`src/rtl/irda_pkg.sv`:
```
package irda_pkg;
  // True when phase ph lies inside the pulse window for the given mode.
  // The window ends one tick past mid-bit; its width is 3/16 or 1/4 of a bit.
  function automatic logic pulse_on(input int unsigned ph, input logic fast,
                                    input int unsigned osr);
    int unsigned width;
    int unsigned last;
    int unsigned first;
    width = fast ? (osr / 4) : ((3 * osr) / 16);
    last  = (osr / 2) + 1;
    first = last + 1 - width;
    return (ph >= first) && (ph <= last);
  endfunction
endpackage

```
`src/rtl/irda_phase.sv`:
```
module irda_phase #(
  parameter int unsigned OSR  = 16,
  localparam int unsigned PH_W = $clog2(OSR)
) (
  input  logic            clk,
  input  logic            rst_n,
  input  logic            tick,
  output logic [PH_W-1:0] ph,
  output logic            bit_end
);
  localparam logic [PH_W-1:0] PH_LAST = PH_W'(OSR - 1);

  assign bit_end = tick && (ph == PH_LAST);

  always_ff @(posedge clk or negedge rst_n) begin
    if (!rst_n)       ph <= '0;
    else if (bit_end) ph <= '0;
    else if (tick)    ph <= ph + 1'b1;
  end

  a_r3_phase_wrap: assert property (@(posedge clk) disable iff (!rst_n)
    bit_end |=> (ph == '0));
  a_r3_phase_idle: assert property (@(posedge clk) disable iff (!rst_n)
    !tick |=> $stable(ph));
endmodule

```
`src/rtl/irda_tx_enc.sv`:
```
module irda_tx_enc #(
  parameter int unsigned OSR  = 16,
  localparam int unsigned PH_W = $clog2(OSR)
) (
  input  logic            clk,
  input  logic            rst_n,
  input  logic            bit_end,
  input  logic [PH_W-1:0] ph,
  input  logic            fast,
  input  logic            tx_nrz,
  output logic            pulse
);
  import irda_pkg::*;

  logic held;  // bit being sent during the current period

  always_ff @(posedge clk or negedge rst_n) begin
    if (!rst_n)       held <= 1'b1;
    else if (bit_end) held <= tx_nrz;
  end

  assign pulse = !held && pulse_on(int'(ph), fast, OSR);

  a_r3_bit_hold: assert property (@(posedge clk) disable iff (!rst_n)
    !bit_end |=> $stable(held));
  // no mode ever pulses outside phases 6..9
  a_r2_window: assert property (@(posedge clk) disable iff (!rst_n)
    pulse |-> (int'(ph) >= (OSR/2 - 2)) && (int'(ph) <= (OSR/2 + 1)));
endmodule

```
`src/rtl/irda_rx_dec.sv`:
```
module irda_rx_dec (
  input  logic clk,
  input  logic rst_n,
  input  logic tick,
  input  logic bit_end,
  input  logic ir_rx,
  output logic rx_bit
);
  logic seen;  // a high sample was taken earlier in this bit

  always_ff @(posedge clk or negedge rst_n) begin
    if (!rst_n) begin
      seen   <= 1'b0;
      rx_bit <= 1'b1;
    end else if (bit_end) begin
      rx_bit <= !(seen || ir_rx);
      seen   <= 1'b0;
    end else if (tick) begin
      seen   <= seen || ir_rx;
    end
  end

  a_r6_rx_hold: assert property (@(posedge clk) disable iff (!rst_n)
    !bit_end |=> $stable(rx_bit));
  a_r8_no_tick_no_mark: assert property (@(posedge clk) disable iff (!rst_n)
    (!tick && !seen) |=> !seen);
endmodule

```
`src/rtl/irda_codec.sv`:
```
module irda_codec #(
  parameter int unsigned OSR = 16
) (
  input  logic clk,
  input  logic rst_n,
  input  logic tick16,
  input  logic ir_on,
  input  logic feat_unlock,
  input  logic mode_wr,
  input  logic mode_wdata,
  input  logic tx_nrz,
  output logic ir_tx,
  input  logic ir_rx,
  output logic rx_nrz,
  output logic fast_mode
);
  localparam int unsigned PH_W = $clog2(OSR);

  logic [PH_W-1:0] ph;
  logic            bit_end;
  logic            enc_pulse;
  logic            dec_bit;
  logic            mode_load;

  assign mode_load = mode_wr && feat_unlock;

  always_ff @(posedge clk or negedge rst_n) begin
    if (!rst_n)         fast_mode <= 1'b0;
    else if (mode_load) fast_mode <= mode_wdata;
  end

  irda_phase #(.OSR(OSR)) u_phase (
    .clk(clk), .rst_n(rst_n), .tick(tick16), .ph(ph), .bit_end(bit_end)
  );

  irda_tx_enc #(.OSR(OSR)) u_tx (
    .clk(clk), .rst_n(rst_n), .bit_end(bit_end), .ph(ph),
    .fast(fast_mode), .tx_nrz(tx_nrz), .pulse(enc_pulse)
  );

  irda_rx_dec u_rx (
    .clk(clk), .rst_n(rst_n), .tick(tick16), .bit_end(bit_end),
    .ir_rx(ir_rx), .rx_bit(dec_bit)
  );

  assign ir_tx  = ir_on ? enc_pulse : tx_nrz;
  assign rx_nrz = ir_on ? dec_bit   : ir_rx;

  a_r5_mode_locked: assert property (@(posedge clk) disable iff (!rst_n)
    (mode_wr && !feat_unlock) |=> $stable(fast_mode));
  a_r5_mode_load: assert property (@(posedge clk) disable iff (!rst_n)
    (mode_wr && feat_unlock) |=> (fast_mode == $past(mode_wdata)));
endmodule

```
`config.mk`:
```
export PLATFORM = sky130hd
export DESIGN_NAME = irda_codec
export DESIGN_NICKNAME = d
export VERILOG_FILES = /design/src/rtl/irda_pkg.sv /design/src/rtl/irda_phase.sv /design/src/rtl/irda_tx_enc.sv /design/src/rtl/irda_rx_dec.sv /design/src/rtl/irda_codec.sv
export SDC_FILE = /design/constraint.sdc
export NUM_CORES = 1
export LEC_CHECK = 0
export BUFFER_PORTS_ARGS = -buffer_cell sky130_fd_sc_hd__buf_2
export CAP_MARGIN = 20
export CORE_AREA = 2 2 39 41
export DETAILED_ROUTE_END_ITERATION = 10
export DIE_AREA = 0 0 41 43
export PLACE_DENSITY = 0.59
export SYNTH_ARGS = -nofsm -noshare
export SYNTH_HDL_FRONTEND = slang
export SYNTH_HIERARCHICAL = 1
export SYNTH_SLANG_ARGS = --single-unit
```
`constraint.sdc`:
```
create_clock -name clk -period 1.77 [get_ports clk]
set_input_delay 0.0885 -clock clk [delete_from_list [all_inputs] [get_ports clk]]
set_output_delay 0.0885 -clock clk [all_outputs]
set_load 0.02 [all_outputs]
```
==> results.yml <==
logic_synthesis:
  synthTopCellsByArea: "dfrtp_1, dfstp_2, mux2_2, mux2_4, ha_1"
  syn_nets: 50
  yosys.area.top_type: "dfrtp_1"
  ys_seq_area_share_pct: 47.93
  syn_area_um2: 422.9
  synth_area_per_cell_um2: 10.84
  ys_ff_latch: 8
  yosys.cell_types.count: 18
  yosysWarnings: 6
  syn-instance-count: 39
  synth_top_area_share_pct: 35.50
sta:
  setup_ws_ns: 0.1010
  slew_headroom_pct: 81.10
  final_hold_viol_count: 0
  min_period_ns: 1.669
  max_freq_mhz: 599.2
  maxSlewViolCount: 0
  holdWs_ns: 0.06951
  skew_ns: 0.007980
  fin_crit_sh_pct: 94.29
  rsz0062_at_grt: "no"
  tns_ns: 0
  worst_pin_slew_ns: 0.2824
  setup_violations: 0
hold_path:
  min_path_cells: 2
  min_to: "fast_mode"
  hp-class: "primary input to register"
  min_from: "mode_wdata"
clock_tree:
  clock-sinks: 8
  clk_pin_slew_ns: 0.06
  cts_max_level: 1
  numCtsBuffers: 3
  cts_tree: "done"
  cts_root_buf: "clkbuf_4"
  cts_buffer_depth: 2
  clk_latency_ns: 0.25
grt:
  grt_pass1_wl_mm: 1.276
  grt_overflow: 0
  grt_max_degree: 9
  grt_use_total_pct: 11.43
  first_global_vias: 338
  antenna_found_initial: 0
power:
  power.share.combinational_pct: 33.2
  p_leak_nw: 0.2559
  seq_power_share_pct: 47.0
  ir_worst_vdd_mv: 0.4167
  p_int_w: 0.0004576
  finalPower_w: 0.0006921
  powerDensity_mw_per_mm2: 1260
  power_frac_clock_pct: 19.8
  p_sw_w: 0.0002344
  switching_share_pct: 33.87
critical_path:
  reg2reg_setup_slack_ns: 0.34
  critPathArrivalTime_ns: 1.58
  r2r_start: "u_phase/ph[0]"
  worstSetupEndpointType: "primary output"
  cp-start-kind: "register"
  r2r_cells: 5
  critical_path.max_fanout: 6
  crit_required_ns: 1.68
  r2r_end: "u_tx/held"
  crit_type: "register to primary output"
place:
  gp_congestion: 0.6685
  hpwlAfterDp_um: 619.4
  pre_cts_slack_ns: 0.3045
  numPortBuffers: 11
floorplanning:
  die_x_um: 41
  io_pins: 12
  die_y_um: 43
  dieArea_mm2: 0.001763
  design.core.area_mm2: 0.001384
  rows: 14
  start_util_pct: 30.56
detailed_routing:
  drt_first_iter_violations: 3
  drt-total-wl_um: 814
  via_count: 346
  ant_nets: 0
  routed_via_density: 4.806
  drc: 0
  avgRoutedWirePerCell_um: 11.31
  firstDrtPassIters: 3
final_layout:
  postLayoutCoreUtil_pct: 39.69
  area_delta_synth_final_pct: 29.88
  layout.nets: 69
  drive_gt1_share_pct: 44.64
  diodes: 0
run_status:
  outcome: "complete, no violations"
job:
  max_cap_violations: 0
-- cell families (layout without fill, tap and decap cells) --
family	Yosys count	after routing	synth area share (%)
AND/OR/NAND/NOR	13	13	16.57
flip-flops	8	8	47.93
AO/OA/AOI/OAI	6	6	7.099
multiplexers	6	6	17.75
buffers and inverters	3	20	2.663
adder cells (fa/ha/maj)	2	2	5.916
XOR/XNOR	1	1	2.071
-- sequential cells by signal (all words and copies together), names as in the netlist --
signal,cells
u_rx/seen,1
u_tx/held,1
fast_mode,1
u_rx/rx_bit,1
u_phase/ph,4
-- cells in the mapped netlist --
cell       n
a21oi_1    2
nand3_1    2
o21ai_1    3
mux2_4     2
mux2_2     3
o21ai_0    1
dfstp_2    2
inv_1      3
nand2_1    4
or4b_1     1
nor2b_1    1
nand4bb_1  1
ha_1       2
xnor2_1    1
mux2_1     1
nor2_1     3
nand4_1    1
dfrtp_1    6
-- power by group through the flow --
stage / Combinational, W / Clock, W / Sequential [W]
finish: 0.000230 / 0.000137 / 0.000325
global route: 0.000265 / 0.000154 / 0.000331
CTS: 0.000210 / 0.000142 / 0.000326
detailed placement: 0.000205 / 0 / 0.000328
global placement: 0.000198 / 0 / 0.000321
floorplan: 0.000153 / 0 / 0.000310
-- worst max-delay path by stage --
| stage | from | to | slack [ns] | depth (start not counted) |
|---|---|---|---|---|
| final | u_phase/ph[2] | ir_tx | 0.10 | 4 |
| after global routing | u_phase/ph[2] | ir_tx | 0.008 | 4 |
| after CTS | u_phase/ph[0] | ir_tx | 0.01 | 6 |
| after detailed placement | u_phase/ph[0] | ir_tx | 0.30 | 6 |
| after global placement | u_phase/ph[0] | ir_tx | 0.32 | 6 |
| after floorplan | fast_mode | ir_tx | 0.44 | 5 |
-- worst max-delay path, stage by stage, from the launching register on --
cell     delay [ns]
dfrtp_2        0.44
or4b_1         0.51
o21ai_1        0.08
mux2_2         0.15
buf_2          0.15
-- layout make-up --
cell class                 count  area [µm²]
fill                         150       834.6
multi-input combinational     28       211.5
sequential                     8       203.9
clock buffer                   3       22.52
inverter                       3       11.26
tap                           16       20.02
timing repair buffer          14       80.08
-- cells in the final DEF (no fill, tap or decap), types with 2 or more instances in the layout --
cell type  instances
a21oi_1            2
buf_2             11
buf_4              2
clkbuf_4           3
dfrtp_1            5
dfstp_2            2
ha_1               2
inv_1              3
mux2_2             3
mux2_4             2
nand2_1            4
nand3_1            2
nor2_1             3
o21ai_1            3
-- what timing repair did --
item / CTS / global route
hold buffers: 1 / 0
gates resized for setup: 0 / 2
buffers inserted: 0 / 2
endpoints found under the setup margin: 0 / 1
hold endpoints to repair: 8 / 0
-- stage by stage --
stage	cell area (µm²)	std cells
after floorplan	422.9	39
after global placement	498.0	66
after detailed placement	498.0	66
after CTS	530.5	70
after global routing	549.3	72
final	549.3	72
-- per-layer routing --
| layer | GRT usage [%] | vias up | part of all wire [%] |
|---|---|---|---|
| met3 | 6.283 | 2 | 2.6 |
| li1 | - | 172 | - |
| met4 | 8.000 | 0 | 1.7 |
| met1 | 10.20 | 165 | 43 |
| met2 | 18.13 | 7 | 53 |
| met5 | 0 | - | 0 |
Power figures use the tool's default switching activity.
